--- src/rtl/xms_pkg.sv ---
package xms_pkg;

  localparam int unsigned STRETCH_W = 3;

  // Transfer length in machine cycles: stretched settings add setup, hold and recovery
  function automatic int unsigned total_mc(input logic [STRETCH_W-1:0] s);
    return (s < 3'd4) ? (32'(s) + 32'd2) : (32'(s) + 32'd5);
  endfunction

  // Strobe width in clocks; value 0 gives half a machine cycle
  function automatic int unsigned strobe_clk(input logic [STRETCH_W-1:0] s, input int unsigned cpm);
    return (s == '0) ? (cpm / 2) : (32'(s) * cpm);
  endfunction

  // Address setup before strobe, in clocks
  function automatic int unsigned lead_clk(input logic [STRETCH_W-1:0] s, input int unsigned cpm);
    return (s < 3'd4) ? cpm : (2 * cpm);
  endfunction

endpackage

--- src/rtl/xms_rst_sync.sv ---
module xms_rst_sync #(
  parameter int STAGES = 2
) (
  input  logic clk,
  input  logic rst_n,
  output logic srst_n
);
  logic [STAGES-1:0] sync_q;

  generate
    for (genvar i = 0; i < STAGES; i++) begin : g_stage
      if (i == 0) begin : g_first
        always_ff @(posedge clk or negedge rst_n) begin
          if (!rst_n) sync_q[i] <= 1'b0;
          else        sync_q[i] <= 1'b1;
        end
      end else begin : g_next
        always_ff @(posedge clk or negedge rst_n) begin
          if (!rst_n) sync_q[i] <= 1'b0;
          else        sync_q[i] <= sync_q[i-1];
        end
      end
    end
  endgenerate

  assign srst_n = sync_q[STAGES-1];
endmodule

--- src/rtl/xms_timing.sv ---
module xms_timing #(
  parameter int CPM   = 4,
  parameter int CNT_W = 6
) (
  input  logic [xms_pkg::STRETCH_W-1:0] stretch,
  input  logic                          is_int,
  output logic [CNT_W-1:0]              lead_c,
  output logic [CNT_W-1:0]              strb_c,
  output logic [CNT_W-1:0]              total_c
);
  logic [xms_pkg::STRETCH_W-1:0] eff_s;

  always_comb begin
    // internal SRAM always takes the fastest timing
    eff_s   = is_int ? '0 : stretch;
    lead_c  = CNT_W'(xms_pkg::lead_clk(eff_s, CPM));
    strb_c  = CNT_W'(xms_pkg::strobe_clk(eff_s, CPM));
    total_c = CNT_W'(xms_pkg::total_mc(eff_s) * CPM);
  end
endmodule

--- src/rtl/xms_seq.sv ---
module xms_seq #(
  parameter int CNT_W = 6
) (
  input  logic             clk,
  input  logic             srst_n,
  input  logic             start,
  input  logic [CNT_W-1:0] total_c,
  output logic             active,
  output logic             last,
  output logic [CNT_W-1:0] cnt
);
  logic             act_q, act_d;
  logic [CNT_W-1:0] cnt_q, cnt_d;

  assign last = act_q && (cnt_q == total_c - CNT_W'(1));

  always_comb begin
    act_d = act_q;
    cnt_d = cnt_q;
    if (start) begin
      act_d = 1'b1;
      cnt_d = '0;
    end else if (act_q) begin
      if (last) act_d = 1'b0;
      else      cnt_d = cnt_q + CNT_W'(1);
    end
  end

  always_ff @(posedge clk or negedge srst_n) begin
    if (!srst_n) begin
      act_q <= 1'b0;
      cnt_q <= '0;
    end else begin
      act_q <= act_d;
      cnt_q <= cnt_d;
    end
  end

  assign active = act_q;
  assign cnt    = cnt_q;
endmodule

--- src/rtl/xms_strobe.sv ---
module xms_strobe #(
  parameter int CNT_W = 6
) (
  input  logic             active,
  input  logic [CNT_W-1:0] cnt,
  input  logic [CNT_W-1:0] lead_c,
  input  logic [CNT_W-1:0] strb_c,
  input  logic             we,
  input  logic             is_int,
  output logic             rd_n,
  output logic             wr_n,
  output logic             oe,
  output logic             int_stb,
  output logic             cap
);
  localparam int EW = CNT_W + 1;

  logic [EW-1:0] c_e, l_e, end_e;
  logic          win;

  always_comb begin
    c_e   = EW'(cnt);
    l_e   = EW'(lead_c);
    end_e = EW'(lead_c) + EW'(strb_c);
    win   = active && (c_e >= l_e) && (c_e < end_e);
    rd_n    = !(win && !we && !is_int);
    wr_n    = !(win &&  we && !is_int);
    int_stb = win && is_int;
    // bus driven one clock either side of the write strobe
    oe      = active && we && !is_int && (c_e + EW'(1) >= l_e) && (c_e <= end_e);
    cap     = win && !we && (c_e == end_e - EW'(1));
  end
endmodule

--- src/rtl/xmem_stretch_ctrl.sv ---
module xmem_stretch_ctrl #(
  parameter int ADDR_W        = 16,
  parameter int DATA_W        = 8,
  parameter int CPM           = 4,
  parameter int SYNC_STAGES   = 2,
  parameter int RESET_STRETCH = 1
) (
  input  logic                          clk,
  input  logic                          rst_n,
  input  logic                          cfg_we,
  input  logic [xms_pkg::STRETCH_W-1:0] cfg_stretch,
  input  logic                          req,
  input  logic [ADDR_W-1:0]             req_addr,
  input  logic                          req_we,
  input  logic [DATA_W-1:0]             req_wdata,
  input  logic                          req_int,
  input  logic [DATA_W-1:0]             int_rdata,
  input  logic [DATA_W-1:0]             xdata_in,
  output logic                          busy,
  output logic                          done,
  output logic [DATA_W-1:0]             rdata,
  output logic [ADDR_W-1:0]             xaddr,
  output logic                          xrd_n,
  output logic                          xwr_n,
  output logic                          xdata_oe,
  output logic [DATA_W-1:0]             xdata_out,
  output logic                          int_stb
);
  localparam int SW    = xms_pkg::STRETCH_W;
  localparam int MAX_C = 12 * CPM;
  localparam int CNT_W = $clog2(MAX_C + 1);

  logic              srst_n;
  logic              active, last, start, cap;
  logic [CNT_W-1:0]  cnt, lead_c, strb_c, total_c;

  logic [SW-1:0]     cfg_q, cfg_d;
  logic [SW-1:0]     snap_q;
  logic [ADDR_W-1:0] addr_q;
  logic [DATA_W-1:0] wdata_q, rdata_q, rdata_d;
  logic              we_q, int_q;

  xms_rst_sync #(.STAGES(SYNC_STAGES)) u_rst (
    .clk(clk), .rst_n(rst_n), .srst_n(srst_n)
  );

  assign start = req && !active;

  // next-state
  always_comb begin
    cfg_d   = cfg_we ? cfg_stretch : cfg_q;
    rdata_d = int_q ? int_rdata : xdata_in;
  end

  // configuration register
  always_ff @(posedge clk or negedge srst_n) begin
    if (!srst_n)     cfg_q <= SW'(RESET_STRETCH);
    else if (cfg_we) cfg_q <= cfg_d;
  end

  // request capture, enabled on acceptance
  always_ff @(posedge clk or negedge srst_n) begin
    if (!srst_n) begin
      snap_q  <= SW'(RESET_STRETCH);
      addr_q  <= '0;
      wdata_q <= '0;
      we_q    <= 1'b0;
      int_q   <= 1'b0;
    end else if (start) begin
      snap_q  <= cfg_q;
      addr_q  <= req_addr;
      wdata_q <= req_wdata;
      we_q    <= req_we;
      int_q   <= req_int;
    end
  end

  // read data capture, enabled on the strobe's last clock
  always_ff @(posedge clk or negedge srst_n) begin
    if (!srst_n)  rdata_q <= '0;
    else if (cap) rdata_q <= rdata_d;
  end

  xms_timing #(.CPM(CPM), .CNT_W(CNT_W)) u_tim (
    .stretch(snap_q), .is_int(int_q),
    .lead_c(lead_c), .strb_c(strb_c), .total_c(total_c)
  );

  xms_seq #(.CNT_W(CNT_W)) u_seq (
    .clk(clk), .srst_n(srst_n), .start(start), .total_c(total_c),
    .active(active), .last(last), .cnt(cnt)
  );

  xms_strobe #(.CNT_W(CNT_W)) u_stb (
    .active(active), .cnt(cnt), .lead_c(lead_c), .strb_c(strb_c),
    .we(we_q), .is_int(int_q),
    .rd_n(xrd_n), .wr_n(xwr_n), .oe(xdata_oe), .int_stb(int_stb), .cap(cap)
  );

  assign busy      = active;
  assign done      = last;
  assign rdata     = rdata_q;
  assign xaddr     = addr_q;
  assign xdata_out = wdata_q;
endmodule

--- config.mk ---
export PLATFORM = sky130hd
export DESIGN_NAME = xmem_stretch_ctrl
export DESIGN_NICKNAME = d
export VERILOG_FILES = /design/src/rtl/xms_pkg.sv /design/src/rtl/xms_rst_sync.sv /design/src/rtl/xms_timing.sv /design/src/rtl/xms_seq.sv /design/src/rtl/xms_strobe.sv /design/src/rtl/xmem_stretch_ctrl.sv
export SDC_FILE = /design/constraint.sdc
export NUM_CORES = 1
export LEC_CHECK = 0
export ABC_AREA = 1
export BUFFER_PORTS_ARGS = -buffer_cell sky130_fd_sc_hd__buf_2
export CAP_MARGIN = 10
export CORE_UTILIZATION = 46
export DETAILED_ROUTE_END_ITERATION = 12
export PLACE_DENSITY = 0.76
export REMOVE_ABC_BUFFERS = 1
export SYNTH_ARGS = -nofsm -noshare
export SYNTH_HDL_FRONTEND = slang
export SYNTH_SLANG_ARGS = --single-unit
--- constraint.sdc ---
create_clock -name clk -period 2.1 [get_ports clk]
set_input_delay 0.105 -clock clk [delete_from_list [all_inputs] [get_ports clk]]
set_output_delay 0.105 -clock clk [all_outputs]
set_load 0.01 [all_outputs]
==> impl_metrics.ini <==
[floorplan]
start_util = 0.489
dieWidth_um = 79.2
dieArea_um2 = 6270
dieHeight_um = 79.2
core_area_um2 = 5610
std_cell_rows = 27
pin_count = 87

[synthesis]
yosys-top-cells-area = dfrtp_1, nand2_1, mux2_2, ha_1, inv_1
yosysTopAreaCell = dfrtp_1
synth_top_family_by_area = simple AND/OR/NAND/NOR gates
synthSimpleGateAreaFrac = 0.253
synth-adder-area-share = 0.0730
synthDistinctLibCells = 30
synth-seq-area-share = 0.448
synthCells = 308
mappedNetlistArea_um2 = 2740
synthXorXnorAreaFrac = 0.0160
ys_seq_elements = 49
muxShareOfSynthArea = 0.0986
synth_top_area_frac = 0.429
avgSynthCellArea_um2 = 8.90
yosys_warnings = 0
synth-compound-area-share = 0.0488

[worst_setup_path]
ff2ff_path_depth = 17
worstSetupPathDepth = 14
crit_family = buffers and inverters
max_stage_delay_ns = 0.43
crit_chain = inv_2, nand2_4, buf_6, inv_4, ha_4, inv_4, buf_6, ha_4, inv_4, buf_6, nor3_4, nand3_2, a21oi_2, buf_2
start_kind = flip-flop
crit_type = flip-flop to output pin
crit_fanout = 4
critPathSlowestCell = dfrtp_1
cp.arrival_ns = 2.47
worstSetupEndpointType = output pin
required_ns = 2.00
worst-path-buf-inv = 8

[placed_design]
portBuffers = 86
gp_congestion = 0.856
hpwlAfterDp_um = 4940

[global_routing]
grt_pass1_wl_um = 11500
grt_max_degree = 35
grt_overflow = 0
track_usage = 0.235
antenna_found_initial = 0
grt_pass1_vias = 2684

[finish]
nets = 496
final_layout_size_suffix_gt1_frac = 0.498
area_growth_syn_to_layout_pct = 42.5
antenna_cells = 0
layout_commonest_cell = buf_2
layout_common_cells = buf_2, nand2_1, dfrtp_1, buf_4

[route]
routed_via_density = 5.05
drc = 0
wirelength_um = 6950
vias = 2545
dr.first_iter.drc_count = 157
antenna_left = 0
routedWlPerCell_um = 13.8
drt-pass1-iter-count = 4

[sta]
fin_skew_ns = 0.00291
min_period_ns = 2.58
worst_slack_ns = -0.480
max_freq_ghz = 0.388
slew_violations = 0
hold_violations = 0
rsz0062_at_grt = yes
hold_slack_ns = 0.00369
fin_crit_sh = 1.23
finalSetupViolCount = 20

[clocking]
numCtsBuffers = 5
clock_latency_ns = 0.31
clkSlewWorstSetupHoldPaths_ns = 0.09
cts_root_buf = clkbuf_8
cts_sinks = 49
cts_tree = done
htreeDepth = 2
cts_buffer_depth = 2

[pwr]
leakage_nw = 2.00
p_total_mw = 6.18
ir_worst_vdd_uv = 762
powerDensity_nw_per_um2 = 1580

[run_status]
outcome = finished, violations left
violations = setup timing

[worst_hold_path]
holdPathStages = 3
hold_path.class = input pin to flip-flop

[run]
drv_cap = 0
## worst min-delay path, cell delays in order
cell and delay [ns]:
buf_2 0.07, nand2_1 0.04, o21ai_0 0.06
## synthesized netlist by cell type, drive strengths merged
master   n
o211ai   1
conb     1
mux2    24
a21oi    6
or2      1
buf      3
nor3     5
ha      16
clkbuf   5
nand4    9
nand3   20
nor2    19
xor2     5
o21bai   1
nand2   92
dfstp    2
o21ai   17
inv     34
dfrtp   47
## cell type report
| class | instances | area (um2) |
|---|---|---|
| clock buffer | 6 | 82.6 |
| clock inverter | 2 | 17.5 |
| fill | 448 | 1700 |
| inverter | 34 | 140 |
| multi-input combinational | 217 | 1550 |
| sequential | 49 | 1230 |
| tap | 72 | 90.1 |
| timing repair buffer | 124 | 796 |
## metal layers
layer | global-route usage | up-vias | wire [um]
li1 | - | 1242 | -
met1 | 0.281 | 1206 | 2870
met2 | 0.408 | 83 | 3610
met3 | 0.0460 | 14 | 350
met4 | 0.102 | 0 | 119
met5 | 0 | - | 0
## cells by family after synthesis
| family | Yosys count |
|---|---|
| and+or+nand+nor | 146 |
| DFF | 49 |
| buffers and inverters | 42 |
| AOI/OAI and AO/OA | 25 |
| muxes | 24 |
| adders and majority gates | 16 |
| xor gates and xnor gates | 5 |
| other | 1 |
## sequential cells by signal, summed over array words and instances, names as in the netlist
name	cells
cfg_q	3
int_q	1
rdata	8
snap_q	3
u_rst.srst_n	1
u_rst.sync_q	1
u_seq.active	1
u_seq.cnt	6
we_q	1
xaddr	16
xdata_out	8
## path summary, 6_finish.rpt
| kind | slack [ns] | end | startpoint |
|---|---|---|---|
| max | -0.48 | xdata_oe | int_q |
| min | 0.004 | cfg_q[0] | cfg_stretch[0] |
| max reg2reg | -0.37 | rdata[6] | int_q |
| min reg2reg | 0.18 | u_seq.cnt[4] | u_rst.srst_n |
| max in group asynchronous | 1.35 | snap_q[0] | u_rst.srst_n |
| min in group asynchronous | 0.10 | u_rst.sync_q[0] | rst_n |
## report_power, final
part / internal (mW) / leakage (nW) / total (mW) / switching (mW)
clock network: 0.274 / 0.0518 / 0.608 / 0.334
logic: 1.87 / 1.39 / 3.95 / 2.08
registers: 1.34 / 0.564 / 1.63 / 0.288
## repair_timing
item                                    in CTS  in global routing
resized for setup                           36                 30
pin swaps                                   17                 21
hold buffers                                 1                  0
endpoints found under the setup margin      20                 20
endpoints found under the hold margin        2                  0
setup buffers                                5                  5
## metrics by stage
step	utilization	setup WS [ns]	TNS [ns]	instance area [um2]	std cells
2_1_floorplan	-	-0.394	-5.62	2700	300
3_3_place_gp	0.617	-0.178	-2.75	3460	486
3_5_place_dp	0.617	-0.274	-3.94	3460	486
4_1_cts	0.673	-0.413	-4.07	3770	500
5_1_grt	0.697	-0.594	-9.50	3910	504
6_report	0.697	-0.480	-6.67	3910	504
Power figures use the tool's default switching activity.
